### src/rtl/io_arb_pkg.sv
package io_arb_pkg;
  typedef enum logic [1:0] {
    ST_IDLE  = 2'd0,
    ST_DELAY = 2'd1,
    ST_HOLD  = 2'd2,
    ST_PULSE = 2'd3
  } arb_state_e;

  typedef enum logic {
    SIDE_HOST = 1'b0,
    SIDE_CARD = 1'b1
  } side_e;
endpackage

### src/rtl/io_fall_det.sv
module io_fall_det #(
  parameter int unsigned SYNC_STAGES = 2
) (
  input  logic clk,
  input  logic rst_n,
  input  logic line_i,
  output logic level_o,
  output logic fall_o
);
  logic [SYNC_STAGES-1:0] sync_q;
  logic [SYNC_STAGES-1:0] sync_d;
  logic                   prev_q;

  // Shift chain; lines idle HIGH, so reset to 1 to avoid a false fall.
  generate
    for (genvar s = 0; s < SYNC_STAGES; s++) begin : g_stage
      if (s == 0) begin : g_first
        assign sync_d[s] = line_i;
      end else begin : g_next
        assign sync_d[s] = sync_q[s-1];
      end
    end
  endgenerate

  always_ff @(posedge clk or negedge rst_n) begin
    if (!rst_n) begin
      sync_q <= '1;
      prev_q <= 1'b1;
    end else begin
      sync_q <= sync_d;
      prev_q <= sync_q[SYNC_STAGES-1];
    end
  end

  assign level_o = sync_q[SYNC_STAGES-1];
  assign fall_o  = prev_q & ~level_o;

  // A detected fall cannot repeat on the next cycle.
  p_fall_single_r2: assert property (@(posedge clk) disable iff (!rst_n)
    fall_o |=> !fall_o);
endmodule

### src/rtl/io_arb_timer.sv
module io_arb_timer #(
  parameter int unsigned CNT_W = 4
) (
  input  logic             clk,
  input  logic             rst_n,
  input  logic             start_i,
  input  logic             en_i,
  input  logic [CNT_W-1:0] last_i,
  output logic             expired_o
);
  logic [CNT_W-1:0] cnt_q;
  logic [CNT_W-1:0] cnt_d;

  assign expired_o = (cnt_q == last_i);

  always_comb begin
    cnt_d = cnt_q;
    if (start_i) begin
      cnt_d = '0;
    end else if (en_i && !expired_o) begin
      cnt_d = cnt_q + 1'b1;
    end
  end

  always_ff @(posedge clk or negedge rst_n) begin
    if (!rst_n) cnt_q <= '0;
    else        cnt_q <= cnt_d;
  end

  // While a window is timed, the count never passes its limit.
  p_cnt_bound_r6: assert property (@(posedge clk) disable iff (!rst_n)
    (en_i && !start_i) |-> (cnt_q <= last_i));
endmodule

### src/rtl/io_dir_arbiter.sv
module io_dir_arbiter
  import io_arb_pkg::*;
#(
  parameter int unsigned DELAY_CYC   = 8,
  parameter int unsigned PULSE_CYC   = 4,
  parameter int unsigned SYNC_STAGES = 2
) (
  input  logic clk,
  input  logic rst_n,
  input  logic host_in,
  input  logic card_in,
  output logic host_drv_lo,
  output logic host_drv_hi,
  output logic card_drv_lo,
  output logic card_drv_hi
);
  localparam int unsigned MAX_CYC = (DELAY_CYC > PULSE_CYC) ? DELAY_CYC : PULSE_CYC;
  localparam int unsigned CNT_W   = $clog2(MAX_CYC + 1);
  localparam int unsigned N_LINES = 2;
  localparam logic [CNT_W-1:0] DELAY_LAST = CNT_W'(DELAY_CYC - 1);
  localparam logic [CNT_W-1:0] PULSE_LAST = CNT_W'(PULSE_CYC - 1);

  // Reset: asserted asynchronously, released on the clock.
  logic [1:0] rst_pipe_q;
  logic       rst_sync_n;
  always_ff @(posedge clk or negedge rst_n) begin
    if (!rst_n) rst_pipe_q <= 2'b00;
    else        rst_pipe_q <= {rst_pipe_q[0], 1'b1};
  end
  assign rst_sync_n = rst_pipe_q[1];

  logic [N_LINES-1:0] line_raw;
  logic [N_LINES-1:0] lvl;
  logic [N_LINES-1:0] fall;
  assign line_raw = {card_in, host_in};

  generate
    for (genvar g = 0; g < N_LINES; g++) begin : g_line
      io_fall_det #(.SYNC_STAGES(SYNC_STAGES)) u_det (
        .clk     (clk),
        .rst_n   (rst_sync_n),
        .line_i  (line_raw[g]),
        .level_o (lvl[g]),
        .fall_o  (fall[g])
      );
    end
  endgenerate

  arb_state_e st_q, st_d;
  side_e      mst_q, mst_d;
  logic       tmr_start;
  logic       tmr_en;
  logic       tmr_exp;
  logic [CNT_W-1:0] tmr_last;
  logic       mst_high;

  assign mst_high = (mst_q == SIDE_CARD) ? lvl[1] : lvl[0];
  assign tmr_en   = (st_q == ST_DELAY) || (st_q == ST_PULSE);
  assign tmr_last = (st_q == ST_PULSE) ? PULSE_LAST : DELAY_LAST;

  io_arb_timer #(.CNT_W(CNT_W)) u_tmr (
    .clk       (clk),
    .rst_n     (rst_sync_n),
    .start_i   (tmr_start),
    .en_i      (tmr_en),
    .last_i    (tmr_last),
    .expired_o (tmr_exp)
  );

  // Next-state logic
  always_comb begin
    st_d      = st_q;
    mst_d     = mst_q;
    tmr_start = 1'b0;
    unique case (st_q)
      ST_IDLE: begin
        if (fall[0]) begin
          mst_d = SIDE_HOST;  st_d = ST_DELAY;  tmr_start = 1'b1;
        end else if (fall[1]) begin
          mst_d = SIDE_CARD;  st_d = ST_DELAY;  tmr_start = 1'b1;
        end
      end
      ST_DELAY: begin
        if (mst_high)     st_d = ST_IDLE;
        else if (tmr_exp) st_d = ST_HOLD;
      end
      ST_HOLD: begin
        if (mst_high) begin
          st_d = ST_PULSE;  tmr_start = 1'b1;
        end
      end
      ST_PULSE: begin
        if (tmr_exp) st_d = ST_IDLE;
      end
      default: st_d = ST_IDLE;
    endcase
  end

  // State registers
  always_ff @(posedge clk or negedge rst_sync_n) begin
    if (!rst_sync_n) begin
      st_q  <= ST_IDLE;
      mst_q <= SIDE_HOST;
    end else begin
      st_q  <= st_d;
      mst_q <= mst_d;
    end
  end

  assign card_drv_lo = (st_q == ST_HOLD)  && (mst_q == SIDE_HOST);
  assign card_drv_hi = (st_q == ST_PULSE) && (mst_q == SIDE_HOST);
  assign host_drv_lo = (st_q == ST_HOLD)  && (mst_q == SIDE_CARD);
  assign host_drv_hi = (st_q == ST_PULSE) && (mst_q == SIDE_CARD);

  p_idle_quiet_r1: assert property (@(posedge clk) disable iff (!rst_sync_n)
    (st_q == ST_IDLE) |-> !(host_drv_lo || host_drv_hi || card_drv_lo || card_drv_hi));

  p_host_wins_r4: assert property (@(posedge clk) disable iff (!rst_sync_n)
    (st_q == ST_IDLE && fall[0] && fall[1]) |=> (mst_q == SIDE_HOST));

  p_lockout_r5: assert property (@(posedge clk) disable iff (!rst_sync_n)
    (st_q != ST_IDLE) |=> (st_q == ST_IDLE || $stable(mst_q)));

  p_delay_full_r6: assert property (@(posedge clk) disable iff (!rst_sync_n)
    (st_q == ST_DELAY && !tmr_exp) |=> (st_q != ST_HOLD));

  p_pulse_follows_r7: assert property (@(posedge clk) disable iff (!rst_sync_n)
    (st_q == ST_HOLD) |=> (st_q == ST_HOLD || st_q == ST_PULSE));

  p_cancel_no_pulse_r9: assert property (@(posedge clk) disable iff (!rst_sync_n)
    (st_q == ST_DELAY) |=> (st_q != ST_PULSE));

  p_no_contend_r10: assert property (@(posedge clk) disable iff (!rst_sync_n)
    !(host_drv_lo && host_drv_hi) && !(card_drv_lo && card_drv_hi) &&
    !((host_drv_lo || host_drv_hi) && (card_drv_lo || card_drv_hi)));
endmodule

### config.mk
export PLATFORM = sky130hd
export DESIGN_NAME = io_dir_arbiter
export DESIGN_NICKNAME = d
export VERILOG_FILES = /design/src/rtl/io_arb_pkg.sv /design/src/rtl/io_fall_det.sv /design/src/rtl/io_arb_timer.sv /design/src/rtl/io_dir_arbiter.sv
export SDC_FILE = /design/constraint.sdc
export NUM_CORES = 1
export LEC_CHECK = 0
export BUFFER_PORTS_ARGS = -buffer_cell sky130_fd_sc_hd__buf_2
export CAP_MARGIN = 20
export CORE_MARGIN = 10
export CORE_UTILIZATION = 46
export CTS_CLUSTER_DIAMETER = 40
export DETAILED_ROUTE_END_ITERATION = 7
export PLACE_DENSITY = 0.66
export RECOVER_POWER = 25
export SLEW_MARGIN = 20
export SYNTH_ARGS = -nofsm -noshare
export SYNTH_HDL_FRONTEND = slang
export SYNTH_SLANG_ARGS = --single-unit
### constraint.sdc
create_clock -name clk -period 2.3 [get_ports clk]
set_input_delay 0.115 -clock clk [delete_from_list [all_inputs] [get_ports clk]]
set_output_delay 0.115 -clock clk [all_outputs]
set_load 0.01 [all_outputs]
==> metrics.txt <==
Slew HR=65.2%; Final setup viols=0; met3 wire length=73 um; die width=57.1 um; combinational share of power=25.9%; Gate Count Post-Synth=56; # IOs=8; Root Driver=clkbuf_4; antenna cells=0; All-Layer GR Usage=7.01%; pre-CTS WS=965 ps; met2 wire length=407 um; # rows=13; Clk pin slew, worst setup/hold paths=90 ps; DR top layer=met4; number of antenna violations at the first check in global routing=0; worst min path class=input port to asynchronous set/reset pin; Crit. Startpoint=st_q[0]$_DFFE_PN0P_; Starting Density=48.7%; reg-to-reg startpoint=u_tmr.cnt_q[0]$_DFFE_PN0P_; drt via density=4.85; Clock Path Buffers=2; Final nets=75; largest net degree at the start of global routing=14; critical-path maximum fanout=10; Seq/Total Area, Yosys=60.4%; I/O Buffers=7; Hold Vio Cnt, Final=0; average size of a mapped cell=11.3 um2; r2r setup slk=950 ps; Power Density=994 nW/um2; clk sinks=15; vias in the first global route=422; Vias=407; TNS Setup=0 ps; clock power share=20.8%; Final Max Slew Viols=0; flops & latches, synth=15; max-cap viol count=0; total gr overflow=0; Worst Path Arrival=1350 ps; Hold WS=128 ps; initial DRC count=4; skew final=0.850 ps; total core area=1300 um2; wl on met1=479 um; CTS tree=done; gpl congestion=0.765; fin crit share=63.7%; DRC=0; Total Power=0.000738 W; P_int=0.000479 W; Netlist cell types=22; cts bufs inserted=3; Slew @ Worst Pin=522 ps; H-tree lvl count=1; Skew-Pair Late Insertion Delay=280 ps; VDD IR-drop max=0.611 mV; CP endpoint kind=output port; synthesized area=634 um2; setup ws final=834 ps; critical path required time=2180 ps; CP Launch Type=flop; outcome=complete, no violations; layout cells sized above 1=29.0%; Antenna Violating Nets Remaining=0; slowest stage delay, CP=490 ps; Tmin final=1470 ps; Static Leak=0.336 nW; type of the worst setup path=flop to output port; sw frac=35.0%; drt pass-1 iters=4; number of cells on the worst reg-to-reg path=5; CP top delay family=flip-flops; CP Buf/Inv Count=1; first-pass GRT wire length=1760 um; sw power=0.000258 W; fmax=682 MHz; Area Growth Syn to Fin=17.0%; dpl hpwl=721 um; die area=3260 um2; RSZ-0062 raised after global routing=no; RR Endpoint=u_tmr.cnt_q[3]$_DFFE_PN0P_; slowest library cell on the worst path=dfrtp_1; syn_nets=61; sequential share of power=53.3%; routed wire length=977 um; Die Ht=57.1 um; worst-path cell chain=or2b_1 -> nor2_1 -> buf_2; WL/cell=11.6 um; YS warnings=0
==> cell families after synthesis <==
family / synth area share (%)
AO/OA/AOI/OAI: 10.7
XOR/XNOR: 3.95
adder cells (fa/ha/maj): 1.97
buffers and inverters: 1.97
flip-flops: 60.4
multiplexers: 4.73
other: 0.591
AND/OR/NAND/NOR: 15.8
==> power groups by stage <==
stage                     logic [W]  registers [W]  clock network, W
after global placement     0.000187       0.000397                 0
after detailed placement   0.000190       0.000399                 0
after floorplan            0.000181       0.000367                 0
final                      0.000191       0.000393          0.000154
after CTS                  0.000195       0.000393          0.000162
after global routing       0.000225       0.000403          0.000178
==> how the worst max path moves through the flow <==
stage / endpoint / slack (ps) / cells past startpoint
2_1_floorplan: u_tmr.cnt_q[3]$_DFFE_PN0P_ / 1010 / 5
3_3_place_gp: u_tmr.cnt_q[3]$_DFFE_PN0P_ / 990 / 5
3_5_place_dp: u_tmr.cnt_q[3]$_DFFE_PN0P_ / 960 / 5
4_1_cts: card_drv_lo / 790 / 3
5_1_grt: card_drv_lo / 740 / 3
6_report: card_drv_lo / 830 / 3
==> synth_stat cells <==
master     count  share of area (%)
ha_1           1                2.0
inv_1          2                1.2
a21boi_1       1                1.2
or3_1          1               0.99
dfrtp_1        9                 36
a211o_2        1                1.6
conb_1         1               0.59
xnor2_2        1                2.6
o2111ai_1      1                1.4
nand4_1        1               0.99
o21ai_2        2                2.8
nor3_1         1               0.79
mux2i_1        3                4.7
or2b_1         1                1.2
xor2_1         1                1.4
buf_2          1               0.79
dfstp_2        6                 25
nand2b_1       3                3.0
a21oi_2        1                1.4
nand2_1        7                4.1
a21oi_1        3                2.4
nor2_1         8                4.7
==> cell type report <==
cell class / instances / area [um2]
multi-input cells: 38 / 239
flip-flops and latches: 15 / 383
inverters: 2 / 7.51
fillers: 112 / 559
clock inverters: 1 / 7.51
clock buffers: 3 / 22.5
repair buffers: 10 / 63.8
well taps: 15 / 18.8
==> metal layers <==
| layer | GRT usage, % | vias up |
|---|---|---|
| met2 | 9.46 | 11 |
| li1 | - | 215 |
| met3 | 3.98 | 2 |
| met1 | 7.68 | 179 |
| met4 | 6.04 | 0 |
| met5 | 0 | - |
==> sequential cells by signal, summed over array words and instances, names as in the netlist, named ones only <==
| register | cells |
|---|---|
| g_line.u_det.prev_q | 2 |
| g_line.u_det.sync_q | 4 |
| u_tmr.cnt_q | 4 |
| rst_pipe_q | 2 |
| mst_q | 1 |
| st_q | 1 |
==> placed cells by master, fill, tap and decap left out, types with 2 or more instances in the layout <==
cell and count:
o21ai_2 2, dlygate4sd3_1 3, nand2b_1 3, inv_1 2, nor2_1 8, mux2i_1 3
nand2_1 7, buf_2 6, a21oi_1 3, clkbuf_4 3, dfrtp_1 9, dfstp_2 5
==> repair_timing <==
action | CTS | global route
setup buffers | 0 | 0
hold endpoints to repair | 4 | 0
hold buffers | 3 | 0
resized for setup | 0 | 0
==> stage by stage <==
stage / std cells / cell area, um2 / util (%)
final: 84 / 742 / 57.0
after global routing: 84 / 742 / 57.0
after CTS: 84 / 743 / 57.1
after detailed placement: 77 / 683 / 52.5
after global placement: 77 / 683 / 52.5
after floorplan: 56 / 634 / -
No activity file was read; power rests on OpenSTA's default activity.
